[config.mk]
export PLATFORM = sky130hd
export DESIGN_NAME = hs_timing_mon
export DESIGN_NICKNAME = d
export VERILOG_FILES = /design/src/rtl/hs_timing_mon.sv
export SDC_FILE = /design/constraint.sdc
export NUM_CORES = 1
export LEC_CHECK = 0
export BUFFER_PORTS_ARGS = -buffer_cell sky130_fd_sc_hd__clkbuf_2
export CAP_MARGIN = 5
export CORE_UTILIZATION = 54
export DETAILED_ROUTE_END_ITERATION = 6
export PLACE_DENSITY = 0.75
export SLEW_MARGIN = 20
export SYNTH_ARGS = -nofsm -noshare
export SYNTH_HDL_FRONTEND = slang
export SYNTH_SLANG_ARGS = --single-unit
[constraint.sdc]
create_clock -name clk -period 2 [get_ports clk]
set_input_delay 0.4 -clock clk [delete_from_list [all_inputs] [get_ports clk]]
set_output_delay 0.4 -clock clk [all_outputs]
set_load 0.03 [all_outputs]
[src/rtl/hs_timing_mon.sv]
module hs_timing_mon #(
  parameter int ACK_WIN   = 10,
  parameter int WIDTH_MIN = 5,
  parameter int WIDTH_MAX = 7,
  parameter int REL_WIN   = 10
) (
  input  logic clk,
  input  logic rst,
  input  logic req,
  input  logic ack,
  output logic noack_pulse_o,
  output logic width_pulse_o,
  output logic norel_pulse_o,
  output logic noack_sticky_o,
  output logic width_sticky_o,
  output logic norel_sticky_o,
  output logic done_o
);

  localparam int AR_MAX = (ACK_WIN > REL_WIN) ? ACK_WIN : REL_WIN;
  localparam int ACW    = $clog2(AR_MAX + 1);
  localparam int WCW    = $clog2(WIDTH_MAX + 1);

  typedef enum logic [1:0] {AR_IDLE, AR_WAIT, AR_HOLD} ar_state_t;

  logic            req_q, ack_q;
  logic            pw_busy;
  logic [WCW-1:0]  pw_cnt;
  ar_state_t       ar_st;
  logic [ACW-1:0]  ar_cnt;

  logic req_rise, ack_rise, start;
  logic pw_fin, pw_bad;
  logic ar_got, ar_noack, ar_rel, ar_norel, ar_fin;
  logic pw_busy_n, ar_busy_n, busy_now;

  assign req_rise = req & ~req_q;
  assign ack_rise = ack & ~ack_q;
  assign start    = req_rise & ~pw_busy & (ar_st == AR_IDLE);

  assign pw_fin = pw_busy & (~req | (pw_cnt == WCW'(WIDTH_MAX)));
  assign pw_bad = pw_busy & (req ? (pw_cnt == WCW'(WIDTH_MAX))
                                 : (pw_cnt < WCW'(WIDTH_MIN)));

  assign ar_got   = (ar_st == AR_WAIT) & ack_rise;
  assign ar_noack = (ar_st == AR_WAIT) & ~ack_rise & (ar_cnt == ACW'(ACK_WIN));
  assign ar_rel   = (ar_st == AR_HOLD) & ~req;
  assign ar_norel = (ar_st == AR_HOLD) & req & (ar_cnt == ACW'(REL_WIN));
  assign ar_fin   = ar_noack | ar_rel | ar_norel;

  assign busy_now  = pw_busy | (ar_st != AR_IDLE);
  assign pw_busy_n = start | (pw_busy & ~pw_fin);
  assign ar_busy_n = start | ((ar_st != AR_IDLE) & ~ar_fin);

  always_ff @(posedge clk) begin
    if (rst) begin
      req_q <= 1'b0;
      ack_q <= 1'b0;
    end else begin
      req_q <= req;
      ack_q <= ack;
    end
  end

  always_ff @(posedge clk) begin
    if (rst) begin
      pw_busy <= 1'b0;
      pw_cnt  <= '0;
    end else if (start) begin
      pw_busy <= 1'b1;
      pw_cnt  <= WCW'(1);
    end else if (pw_fin) begin
      pw_busy <= 1'b0;
      pw_cnt  <= '0;
    end else if (pw_busy) begin
      pw_cnt  <= pw_cnt + WCW'(1);
    end
  end

  always_ff @(posedge clk) begin
    if (rst) begin
      ar_st  <= AR_IDLE;
      ar_cnt <= '0;
    end else if (start) begin
      ar_st  <= AR_WAIT;
      ar_cnt <= ACW'(1);
    end else if (ar_got) begin
      ar_st  <= AR_HOLD;
      ar_cnt <= ACW'(1);
    end else if (ar_fin) begin
      ar_st  <= AR_IDLE;
      ar_cnt <= '0;
    end else if (ar_st != AR_IDLE) begin
      ar_cnt <= ar_cnt + ACW'(1);
    end
  end

  always_ff @(posedge clk) begin
    if (rst) begin
      noack_pulse_o  <= 1'b0;
      width_pulse_o  <= 1'b0;
      norel_pulse_o  <= 1'b0;
      noack_sticky_o <= 1'b0;
      width_sticky_o <= 1'b0;
      norel_sticky_o <= 1'b0;
      done_o         <= 1'b0;
    end else begin
      noack_pulse_o  <= ar_noack;
      width_pulse_o  <= pw_bad;
      norel_pulse_o  <= ar_norel;
      noack_sticky_o <= noack_sticky_o | ar_noack;
      width_sticky_o <= width_sticky_o | pw_bad;
      norel_sticky_o <= norel_sticky_o | ar_norel;
      done_o         <= busy_now & ~pw_busy_n & ~ar_busy_n;
    end
  end

endmodule


* Yosys cells after proc, flatten, opt, wreduce, memory -nomap -nowiden
Index checks and enable logic that the tools add are counted.
Word-level totals: bits in registers 19, bits in latches 0, RAM bits 0, memory bits (read-only) 0, input port bits 4, output and inout bits 7, logic and storage cells 80, memories kept 0
Operators by class: $add $sub $neg 2, multiply operators 0, div/mod/pow operators 0, magnitude comparators 1, equal/unequal tests 4, shifts and indexed selects 0, muxes and demuxes 13, bitwise logic cells 34, reduce and logical (&&, ||, !) cells 10
Operator list (count):
- 1-bit AND | 16
- 1-bit two-way mux | 11
- 1-bit inverter | 9
- 1-bit bitwise OR | 9
- 2-bit nonzero test | 3
- 3-bit nonzero test | 2
- 4-bit by 1-bit adder with 4-bit output (second input constant) | 1
- 4-bit == test (second input constant) | 1
- 2-bit two-way mux | 2
- 4-bit nonzero test | 1
- 4-bit OR reduction | 1
- 3-bit by 1-bit adder with 3-bit output (second input constant) | 1
- 3-bit == test (second input constant) | 1
- 3-bit less-than comparator (second input constant) | 1
- 3-bit OR reduction | 1
- 2-bit by 1-bit == test with 1-bit output (second input constant) | 1
- 2-bit == test (second input constant) | 1
- 2-bit zero test | 1
- 2-bit OR reduction | 1

* Logic depth before layout (Yosys ltp)
depth in word-level cells 12, gate-level depth with buffers 6

* Worst setup path after synthesis
Ideal clock, no wire load.
path type register to register, start point register ar_cnt[0], end point register ar_cnt[1], library setup time 86 ps, arrival 1424 ps, slack 491 ps, cell stages (with the launch flop) 7, period minus slack after synthesis 1509 ps, path through dfxtp_1 > inv_1 > ha_1 > nand3b_1 > a21oi_1 > a221o_2 > a211oi_1
Between the ends: longest elaborated chain between the ends 5, elaborated cells on any way between the ends 7, classes of those cells add/sub (1); eq/ne (1); bitwise (4); reduce/logical (1)
Ends and longest elaborated chain:
- start, declared | RTL line 30 | logic [ACW-1:0] ar_cnt;
- start signal, assigned | RTL line 94 | ar_cnt <= ar_cnt + ACW'(1);
- 4-bit == test | RTL line 46, 48
- 1-bit AND | RTL line 46 | assign ar_noack = (ar_st == AR_WAIT) & ~ack_rise & (ar_cnt == ACW'(ACK_WIN));
- 1-bit bitwise OR (2 in series) | RTL line 49 | assign ar_fin = ar_noack | ar_rel | ar_norel;
- 4-bit OR reduction (no line)
Several ways; a longest one is shown, not always the timed one. A chain may end at the register's enable or synchronous reset.

* Worst setup path after layout
Ends and elaborated chain as after synthesis.

==> flow_metrics.py <==
metrics = {
    "placed_design": {
        "gp_congestion": 0.976,
        "place_inst": 113,
        "portBuffers": 10,
        "place_area_um2": 890,
        "dp_hpwl_um": 1040,
        "post-place-ws_ns": 0.328,
    },
    "setup_path": {
        "path_depth": 6,
        "reg2reg_depth": 6,
        "required_ns": 2.21,
        "slowest_delay_ns": 0.41,
        "crit_chain": "inv_1 > ha_1 > nand3b_1 > a21oi_1 > a221o_2 > a211oi_1",
        "critical_path_class": "flop to flop",
        "worstSetupEndpointType": "flop",
        "arrival_ns": 1.92,
        "crit_slowest_cell": "dfxtp_1",
        "start_kind": "flop",
        "cpLargestDelayFamily": "compound AO/OA/AOI/OAI gates",
        "crit_fanout": 8,
        "critPathBufInv": 1,
    },
    "clocking": {
        "cts_tree": "done",
        "cts_buffer_depth": 2,
        "path_clk_slew_ns": 0.11,
        "htreeDepth": 1,
        "post-cts-setup-buffers": 0,
        "ctsResizeCount": 0,
        "cts_root_buf": "clkbuf_4",
        "clkLatencyLatePin_ns": 0.28,
        "cts_sinks": 19,
        "cts_hold_buf": 0,
        "cts_made_buffers": 3,
    },
    "synthesis": {
        "yosys-top-cells-area": "dfxtp_1 (45%), a21oi_1 (6.5%), ha_1 (5.9%)",
        "synth.top_cell.area_share_pct": 44.7,
        "syn_area_um2": 851,
        "ys_seq_elements": 19,
        "yosysWarnings": 0,
        "synth_cells": 92,
        "ys_types": 30,
        "avgSynthCellArea_um2": 9.25,
        "synthesis.nets": 100,
        "synth_area_leader_cell": "dfxtp_1",
        "yosysSeqAreaShare_pct": 44.7,
    },
    "min_path": {
        "hold_class": "primary input to flop",
        "min_path_cells": 2,
    },
    "timing": {
        "maxSlewViolCount": 0,
        "slew_headroom_pct": 72.6,
        "finalSetupViolations": 0,
        "rsz0062_at_grt": "no",
        "hold_viol": 0,
        "fin_skew_ns": 0.00401,
        "worst_slew_pin_slew_ns": 0.405,
        "max_clock_freq_mhz": 584,
        "fin_tns_setup_ns": 0,
        "holdWs_ns": 0.358,
        "finalCritPeriodShare_pct": 85.6,
        "fin_crit_ns": 1.71,
        "setup_ws_ns": 0.289,
    },
    "layout": {
        "area_growth_pct": 7.79,
        "post-route-util_pct": 66.3,
        "area.sequential_um2": 380,
        "finalNonFillerCells": 117,
        "nets": 111,
        "antenna_cells": 0,
        "max_flop_register": "ar_cnt",
        "top_regs": "ar_cnt: 4 flops, pw_cnt: 3 flops, ar_st: 2 flops",
        "multi_input_area_um2": 418,
        "drive_gt1_share_pct": 18.6,
        "n_fill_cell": 111,
        "largest_reg_flops": 4,
        "design_area_um2": 917,
    },
    "grt": {
        "grt_pass1_wl_um": 2440,
        "grt_pass1_vias": 554,
        "grt.total_usage_pct": 17.8,
        "gr-total-overflow": 0,
        "antenna_found_initial": 0,
        "grt_max_degree": 14,
    },
    "power": {
        "powerDensity_nw_per_um2": 754,
        "power.leakage_nw": 0.382,
        "fin_total_pwr_uw": 692,
        "ir_worst_vdd_v": 0.000550,
    },
    "floorplan": {
        "dieArea_um2": 1740,
        "rows": 13,
        "die_width_um": 41.7,
        "io_pins": 11,
        "core_area_um2": 1380,
        "start_util_pct": 61.5,
        "fp.dieH_um": 41.7,
    },
    "routing": {
        "vias": 646,
        "avgViaCountPerCell": 5.52,
        "antenna_left": 0,
        "drc": 0,
        "routedWlPerCell_um": 11.6,
        "dr.pass1.iters": 4,
        "drt_iter0_markers": 24,
        "wirelength_um": 1360,
    },
    "run": {
        "drv_cap": 0,
    },
    "outcome": {
        "status": "completed",
    },
}
## cells in the final DEF (no fill, tap or decap), types with 2 or more instances in the layout
cell type	instances
inv_1	6
dfxtp_1	19
nand3b_1	2
nor2_1	9
xor2_1	2
nor2b_1	3
a21oi_1	11
o21ai_0	3
clkbuf_2	10
clkbuf_4	3
nand3_1	4
nand2b_1	4
nand2_1	6
ha_1	4
## cell usage after synthesis
| cell | count |
|---|---|
| nand3_1 | 4 |
| xor2_1 | 2 |
| nand4_1 | 1 |
| dfxtp_1 | 19 |
| clkbuf_1 | 1 |
| nand2_1 | 6 |
| nor2b_1 | 3 |
| a21oi_1 | 11 |
| and2_1 | 1 |
| buf_6 | 2 |
| nor2_1 | 9 |
| a21o_1 | 1 |
| a211oi_1 | 1 |
| a41oi_2 | 1 |
| nand3b_1 | 2 |
| nand2b_1 | 4 |
| a221o_2 | 1 |
| or2b_1 | 1 |
| ha_1 | 4 |
| buf_1 | 1 |
| o211ai_1 | 1 |
| or4_4 | 1 |
| or3_1 | 1 |
| o21ai_0 | 3 |
| o41ai_4 | 1 |
| nor4b_1 | 1 |
| nor4_1 | 1 |
| a21oi_2 | 1 |
| inv_1 | 6 |
| or2_1 | 1 |
## final cells by class
cell class	count	share of cell area, %
Clock buffer	3	2.46
Clock inverter	1	0.546
Inverter	6	2.46
Multi-Input combinational cell	63	45.6
Sequential cell	19	41.5
Tap cell	15	2.05
Timing Repair Buffer	10	5.46
## kinds of logic after synthesis
| logic type | after synthesis | share of synthesized area (%) |
|---|---|---|
| AND/OR/NAND/NOR | 36 | 22.8 |
| AO/OA/AOI/OAI | 21 | 18.4 |
| XOR/XNOR | 2 | 2.06 |
| buffers and inverters | 10 | 6.18 |
| flip-flops | 19 | 44.7 |
| adder cells (fa/ha/maj) | 4 | 5.88 |
## metal layers
layer	global-route usage (%)	vias to the layer above	wire length [um]	part of all wire (%)
met3	2.61	2	65	4.8
met1	25.8	285	681	50
li1	-	337	-	-
met5	0	-	0	0
met2	26.6	22	608	45
met4	7.10	0	5	0.37
## where the power goes
group          internal [mW]  switching [mW]  leakage, nW
Sequential             0.396          0.0208        0.155
Clock                 0.0741           0.110       0.0177
Combinational         0.0372          0.0535        0.210
## path summary, 6_finish.rpt
| path | startpoint | to | slack (ns) |
|---|---|---|---|
| max reg2reg | ar_cnt[0] | ar_cnt[1] | 0.29 |
| min reg2reg | width_sticky_o | width_sticky_o | 0.45 |
| min | ack | ack_q | 0.36 |
| max | ar_cnt[0] | ar_cnt[1] | 0.29 |
(Power assumes the default switching activity.)
